`config.mk`:
```
export PLATFORM = sky130hd
export DESIGN_NAME = dtimer_top
export DESIGN_NICKNAME = d
export VERILOG_FILES = /design/src/rtl/dtimer_pkg.sv /design/src/rtl/dtimer_regs.sv /design/src/rtl/dtimer_count.sv /design/src/rtl/dtimer_irq.sv /design/src/rtl/dtimer_top.sv
export SDC_FILE = /design/constraint.sdc
export NUM_CORES = 1
export LEC_CHECK = 0
export ABC_CLOCK_PERIOD_IN_PS = 3100
export BUFFER_PORTS_ARGS = -buffer_cell sky130_fd_sc_hd__buf_4
export CORE_MARGIN = 5
export CORE_UTILIZATION = 50
export CTS_CLUSTER_DIAMETER = 50
export DETAILED_ROUTE_END_ITERATION = 10
export PLACE_DENSITY = 0.74
export RECOVER_POWER = 100
export SYNTH_ARGS = -nofsm -noshare
export SYNTH_HDL_FRONTEND = slang
export SYNTH_SLANG_ARGS = --single-unit
export TNS_END_PERCENT = 1
```
`constraint.sdc`:
```
create_clock -name clk -period 3.1 [get_ports clk]
set_clock_uncertainty 0.05 [all_clocks]
set_input_delay 0.155 -clock clk [delete_from_list [all_inputs] [get_ports clk]]
set_output_delay 0.155 -clock clk [all_outputs]
set_load 0.01 [all_outputs]
```
`src/rtl/dtimer_pkg.sv`:
```
package dtimer_pkg;
  localparam int RUN_BIT  = 7;
  localparam int PER_BIT  = 6;
  localparam int FAST_BIT = 3;

  localparam logic [1:0] IDX_LOAD = 2'd0;
  localparam logic [1:0] IDX_VAL  = 2'd1;
  localparam logic [1:0] IDX_CTRL = 2'd2;
  localparam logic [1:0] IDX_CLR  = 2'd3;

  typedef struct packed {
    logic run;
    logic periodic;
    logic fast;
  } tmr_ctrl_t;
endpackage

```
`src/rtl/dtimer_regs.sv`:
```
module dtimer_regs
  import dtimer_pkg::*;
#(
  parameter int ADDR_W = 8,
  parameter int DATA_W = 32,
  parameter int CNT_W  = 32
) (
  input  logic              clk,
  input  logic              rst_n,
  input  logic              bus_wr,
  input  logic [ADDR_W-1:0] bus_addr,
  input  logic [DATA_W-1:0] bus_wdata,
  output logic [DATA_W-1:0] bus_rdata,
  input  logic [CNT_W-1:0]  cnt_val,
  output tmr_ctrl_t         ctrl_q,
  output logic [CNT_W-1:0]  load_q,
  output logic              load_wr,
  output logic              clr_wr
);
  logic       in_map;
  logic [1:0] idx;
  logic       unused_wbits;

  assign unused_wbits = ^bus_wdata;
  assign in_map = ((bus_addr >> 4) == '0) && (bus_addr[1:0] == 2'b00);
  assign idx    = bus_addr[3:2];

  assign load_wr = bus_wr && in_map && (idx == IDX_LOAD);
  assign clr_wr  = bus_wr && in_map && (idx == IDX_CLR);

  logic ctrl_wr;
  assign ctrl_wr = bus_wr && in_map && (idx == IDX_CTRL);

  always_ff @(posedge clk) begin
    if (!rst_n) begin
      ctrl_q <= '0;
      load_q <= '0;
    end else begin
      if (ctrl_wr) begin
        ctrl_q.run      <= bus_wdata[RUN_BIT];
        ctrl_q.periodic <= bus_wdata[PER_BIT];
        ctrl_q.fast     <= bus_wdata[FAST_BIT];
      end
      if (load_wr) load_q <= bus_wdata[CNT_W-1:0];
    end
  end

  always_comb begin
    bus_rdata = '0;
    if (in_map) begin
      case (idx)
        IDX_LOAD: bus_rdata = DATA_W'(load_q);
        IDX_VAL:  bus_rdata = DATA_W'(cnt_val);
        IDX_CTRL: begin
          bus_rdata[RUN_BIT]  = ctrl_q.run;
          bus_rdata[PER_BIT]  = ctrl_q.periodic;
          bus_rdata[FAST_BIT] = ctrl_q.fast;
        end
        default:  bus_rdata = '0;
      endcase
    end
  end

  // a start-value write lands in the register on the next edge
  a_r8_load_reg: assert property (@(posedge clk) disable iff (!rst_n)
    load_wr |=> load_q == $past(bus_wdata[CNT_W-1:0]));
endmodule

```
`src/rtl/dtimer_count.sv`:
```
module dtimer_count
  import dtimer_pkg::*;
#(
  parameter int CNT_W = 32
) (
  input  logic             clk,
  input  logic             rst_n,
  input  tmr_ctrl_t        ctrl_q,
  input  logic             tick_slow,
  input  logic             tick_fast,
  input  logic             load_wr,
  input  logic [CNT_W-1:0] load_data,
  input  logic [CNT_W-1:0] load_q,
  output logic [CNT_W-1:0] cnt,
  output logic             underflow
);
  logic tick;
  logic preset;

  assign tick      = ctrl_q.run && (ctrl_q.fast ? tick_fast : tick_slow);
  assign underflow = tick && (cnt == '0);
  assign preset    = load_wr && !ctrl_q.run;

  always_ff @(posedge clk) begin
    if (!rst_n) begin
      cnt <= '0;
    end else if (preset) begin
      cnt <= load_data;
    end else if (tick) begin
      if (cnt == '0) cnt <= ctrl_q.periodic ? load_q : '1;
      else           cnt <= cnt - 1'b1;
    end
  end

  a_r2_step: assert property (@(posedge clk) disable iff (!rst_n)
    (tick && cnt != '0) |=> cnt == $past(cnt) - 1'b1);
  a_r2_hold: assert property (@(posedge clk) disable iff (!rst_n)
    (!tick && !preset) |=> $stable(cnt));
  a_r5_reload: assert property (@(posedge clk) disable iff (!rst_n)
    (underflow && ctrl_q.periodic) |=> cnt == $past(load_q));
  a_r6_wrap: assert property (@(posedge clk) disable iff (!rst_n)
    (underflow && !ctrl_q.periodic) |=> (&cnt));
  a_r8_preset: assert property (@(posedge clk) disable iff (!rst_n)
    preset |=> cnt == $past(load_data));
endmodule

```
`src/rtl/dtimer_irq.sv`:
```
module dtimer_irq (
  input  logic clk,
  input  logic rst_n,
  input  logic underflow,
  input  logic clr_wr,
  output logic irq
);
  always_ff @(posedge clk) begin
    if (!rst_n)         irq <= 1'b0;
    else if (underflow) irq <= 1'b1;
    else if (clr_wr)    irq <= 1'b0;
  end

  a_r4_raise: assert property (@(posedge clk) disable iff (!rst_n)
    underflow |=> irq);
  a_r7_clear: assert property (@(posedge clk) disable iff (!rst_n)
    (clr_wr && !underflow) |=> !irq);
  a_r4_cause: assert property (@(posedge clk) disable iff (!rst_n)
    $rose(irq) |-> $past(underflow));
endmodule

```
`src/rtl/dtimer_top.sv`:
```
module dtimer_top
  import dtimer_pkg::*;
#(
  parameter int ADDR_W = 8,
  parameter int DATA_W = 32,
  parameter int CNT_W  = 32
) (
  input  logic              clk,
  input  logic              rst_n,
  input  logic              bus_wr,
  input  logic [ADDR_W-1:0] bus_addr,
  input  logic [DATA_W-1:0] bus_wdata,
  output logic [DATA_W-1:0] bus_rdata,
  input  logic              tick_slow,
  input  logic              tick_fast,
  output logic              irq
);
  tmr_ctrl_t        ctrl_q;
  logic [CNT_W-1:0] load_q;
  logic [CNT_W-1:0] cnt;
  logic             load_wr;
  logic             clr_wr;
  logic             underflow;

  dtimer_regs #(.ADDR_W(ADDR_W), .DATA_W(DATA_W), .CNT_W(CNT_W)) regs_i (
    .clk(clk), .rst_n(rst_n), .bus_wr(bus_wr), .bus_addr(bus_addr),
    .bus_wdata(bus_wdata), .bus_rdata(bus_rdata), .cnt_val(cnt),
    .ctrl_q(ctrl_q), .load_q(load_q), .load_wr(load_wr), .clr_wr(clr_wr)
  );

  dtimer_count #(.CNT_W(CNT_W)) count_i (
    .clk(clk), .rst_n(rst_n), .ctrl_q(ctrl_q), .tick_slow(tick_slow),
    .tick_fast(tick_fast), .load_wr(load_wr),
    .load_data(bus_wdata[CNT_W-1:0]), .load_q(load_q), .cnt(cnt),
    .underflow(underflow)
  );

  dtimer_irq irq_i (
    .clk(clk), .rst_n(rst_n), .underflow(underflow), .clr_wr(clr_wr),
    .irq(irq)
  );
endmodule

```
==> impl_summary.log <==
INFO  metric via_density = slightly above 6
INFO  metric yosys.area_share.adder = 0.5983%
INFO  metric netlist.area_leader.share = about a third
INFO  metric synth.yosys.seq_area_share = about a third
INFO  metric hpwl = between 8 and 9 mm
INFO  metric numPlacedInstances = between 700 and 800
INFO  metric grt_start_max_net_pins = 40
INFO  metric status = complete, no violations
INFO  metric gr-total-overflow = 0
INFO  metric critical_path_buf_inv_count = 1
INFO  metric drc_errors = 0
INFO  metric final_min_period_over_clock_period = about 90%
INFO  metric timing.max_cap.violations = 0
INFO  metric cts_tree = done
INFO  metric holdCritPathClass = input port to register
INFO  metric finalWirelength = between 10 and 15 mm
INFO  metric post_route_cells_drive_above_1_share = between 10% and 20%
INFO  metric stdcell_count = approximately 700
INFO  metric worstSetupPathType = register to register
INFO  metric worstHoldPathCells = 3
INFO  metric synth_compound_gate_area_share = between 15 and 20%
INFO  metric ff_latch_area = 1361 um^2
INFO  metric comb_power_share = under 10%
INFO  metric gr-usage-all-layers = roughly a quarter
INFO  metric synth.lib_cells_used.distinct = 45
INFO  metric cell_internal_power_dissipation = ~1300 uW
INFO  metric placeableCoreArea = about 8200 um^2
INFO  metric worst_path_max_delay_cell = sky130_fd_sc_hd__or4_1
INFO  metric clk_transition_reported_paths = about 70 ps
INFO  metric postSynthNetCount = a little under 600
INFO  metric clock_share_of_power = roughly 41%
INFO  metric initial_antenna_violation_count = 0
INFO  metric crit_family = simple AND/OR/NAND/NOR gates
INFO  metric cellLeakagePower = between 0.0015 and 0.002 uW
INFO  metric port_buffers = 77
INFO  metric synth_ff_type = sky130_fd_sc_hd__dfxtp_1
INFO  metric critical-path-max-stage-delay = between 600 and 700 ps
INFO  metric setup_tns = 0 ps
INFO  metric finalHoldViolCount = 0
INFO  metric initial_utilization = 51.16%
INFO  metric finish_stage_setup_viols = 0
INFO  metric antennaDiodeCount = 0
INFO  metric rsz0062_at_grt = no
INFO  metric gp_congestion = just under 0.9
INFO  metric timing.rr.end = count_i.cnt[10]
INFO  metric post_cts_resized = 0
INFO  metric design.die.area = ~10000 um^2
INFO  metric vias = ~4.4k
INFO  metric cts.repair_timing.setup_buffer_count = 0
INFO  metric layout.cells.most_common_list = sky130_fd_sc_hd__nor2_1, sky130_fd_sc_hd__nand2_1, sky130_fd_sc_hd__dfxtp_1
INFO  metric crit-reg2reg-launch = count_i.cnt[24]
INFO  metric slew_headroom = 15.25%
INFO  metric final_antenna_net_count = 0
INFO  metric sink_count = just under 70
INFO  metric clock_tree.buffer_depth = 2
INFO  metric cts_inserted_buffers = 9
INFO  metric synthMuxAreaShare = under 10%
INFO  metric sequential_power_share = 50.3%
INFO  metric clock_insertion_delay_worst_skew = 340 ps
INFO  metric cp-end-kind = register
INFO  metric finalMaxSlewViolations = 0
INFO  metric hp-start = bus_wdata[23]
INFO  metric postSynthAreaPerCell = 7.605 um^2
INFO  metric boundaryPins = slightly below 80
INFO  metric rr_worst_depth = 6
INFO  metric cts.htree.levels = 3
INFO  metric multiInputGateArea = ~2600 um^2
INFO  metric clockRootBuffer = sky130_fd_sc_hd__clkbuf_8
INFO  metric final_period_minus_worst_setup_slack = 2811 ps
INFO  metric synth-async-reset-ratio = 0%
INFO  metric switchingPower = 423.5 uW
INFO  metric first_global_vias = 4276
INFO  metric total_of_flip_flops_plus_latches_after_synthesis = a little under 70
INFO  metric fin_nets = 659
INFO  metric switching_share = 24.30%
INFO  metric worst_ir_drop_vdd = 0.0002059 V
INFO  metric number_of_hold_repair_buffers_added_at_the_cts_stage = 0
INFO  metric routed_wl_per_cell = 17.56 um
INFO  metric power_density_over_the_cells = approximately 360 nW/um^2
INFO  metric dr.first_iter.drc_count = 286
INFO  metric largest_family_of_logic_cells_by_synthesized_area = simple AND/OR/NAND/NOR gates
INFO  metric crit_path_start_kind = register
INFO  metric leading_area_contributor_after_synthesis = sky130_fd_sc_hd__dfxtp_1
INFO  metric yosys_warnings = 0
INFO  metric slew_worst_pin = between 1000 and 1500 ps
INFO  metric critical_path_required = roughly 3200 ps
INFO  metric synth_area_leaders = sky130_fd_sc_hd__dfxtp_1, sky130_fd_sc_hd__mux2i_1, sky130_fd_sc_hd__nor2_1
INFO  metric worst-r2r-setup-slack = between 200 and 300 ps
INFO  metric synth_xor_xnor_area_share = about 4.8%
INFO  metric critical_path_peak_fanout = 12
INFO  metric min_to = count_i.cnt[23]
INFO  metric commonest_non_fill_non_tap_cell_in_the_layout = sky130_fd_sc_hd__nor2_1
INFO  metric layout-area-overhead-vs-synth = 17.26%
INFO  metric synth.cell_area = 4183 um^2
INFO  metric critical_path.cell_chain = or4_1 -> or4_4 -> or3_1 -> buf_4 -> nor3b_1 -> o32ai_1
INFO  metric worst_ep_arrival_time = about 3000 ps
INFO  metric firstDrtPassIters = 5
INFO  metric rows = 33
INFO  metric max_clock_freq = about 360 MHz
INFO  metric grt_pass1_wl = roughly 21 mm
INFO  metric fillerInstances = between 700 and 800
INFO  metric synth_edf_count = 0
INFO  metric simple_gate_fraction_of_synth_area = 31.80%
INFO  metric synthCells = 550
INFO  metric die_width = between 100 and 150 um
INFO  metric die-height = 101.5 um
[worst max-delay path by stage]
stage	from	to	slack [ps]	depth (start not counted)
after floorplan	count_i.cnt[24]	count_i.cnt[18]	750	6
after global placement	count_i.cnt[24]	count_i.cnt[9]	470	6
after detailed placement	count_i.cnt[24]	count_i.cnt[9]	380	6
after CTS	count_i.cnt[24]	count_i.cnt[9]	360	6
after global routing	count_i.cnt[24]	count_i.cnt[9]	140	6
final	count_i.cnt[24]	count_i.cnt[10]	290	6
[cells by family (layout without fill, tap and decap cells)]
kind of cell	count (synthesis)	count (layout)
adder cells (fa/ha/maj)	2	2
XOR/XNOR	23	23
AND/OR/NAND/NOR	265	265
flip-flops	68	68
buffers and inverters	47	113
multiplexers	37	37
AO/OA/AOI/OAI	108	108
[power by group through the flow]
| stage | combinational (uW) | clock [uW] | sequential, uW |
|---|---|---|---|
| 5_1_grt | 165 | 763 | 876 |
| 3_5_place_dp | 153 | 0 | 897 |
| 6_report | 154 | 712 | 876 |
| 4_1_cts | 153 | 721 | 876 |
| 2_1_floorplan | 78.7 | 0 | 896 |
| 3_3_place_gp | 150 | 0 | 897 |
[cell usage after synthesis (7+ instances only)]
cell type                   n
sky130_fd_sc_hd__and3_1    17
sky130_fd_sc_hd__dfxtp_1   68
sky130_fd_sc_hd__o32ai_1   16
sky130_fd_sc_hd__xnor2_1   17
sky130_fd_sc_hd__nand3_1    7
sky130_fd_sc_hd__nor3_1    17
sky130_fd_sc_hd__mux2i_1   35
sky130_fd_sc_hd__nor3b_1   21
sky130_fd_sc_hd__nand2_1   73
sky130_fd_sc_hd__a21oi_1   53
sky130_fd_sc_hd__nor4_1    10
sky130_fd_sc_hd__or3_1     20
sky130_fd_sc_hd__nor2_1    74
sky130_fd_sc_hd__clkbuf_1  35
sky130_fd_sc_hd__a211oi_1  13
sky130_fd_sc_hd__o211ai_1  12
[worst min-delay path: cells and delay by family]
kind            cells  cell delay, ps
compound gates      2             120
buf+inv             1              90
[cell type report]
type	count	share of cell area [%]
Clock buffer	14	3.724
Inverter	3	0.2296
Multi-Input combinational cell	435	53.50
Sequential cell	68	27.76
Tap cell	105	2.679
Timing Repair Buffer	95	12.02
Clock inverter	1	0.1020
[metal layers]
layer	track usage (%)	part of all wire (%)
met1	32.11	42
met2	42.05	48
met3	3.857	7.9
met4	9.407	1.8
met5	0	0
[sequential cells by signal, summed over array words and instances (netlist names)]
signal,flops
regs_i.ctrl_q,3
regs_i.load_q,32
count_i.cnt,32
irq_i.irq,1
[stage by stage]
| step | hold slack (ps) | setup WS [ps] | power (uW) | util (%) | instance area (um^2) |
|---|---|---|---|---|---|
| floorplan | 241.0 | 746.5 | 974.7 | - | 4183 |
| global placement | 349.8 | 465.9 | 1047 | 59.38 | 4855 |
| detailed placement | 365.3 | 378.8 | 1049 | 59.38 | 4855 |
| CTS | 9.622 | 364.4 | 1750 | 61.68 | 5042 |
| global route | 8.165 | 144.8 | 1804 | 59.99 | 4905 |
| finish | 11.14 | 289.2 | 1743 | 59.99 | 4905 |
No activity file was read; power rests on OpenSTA's default activity.
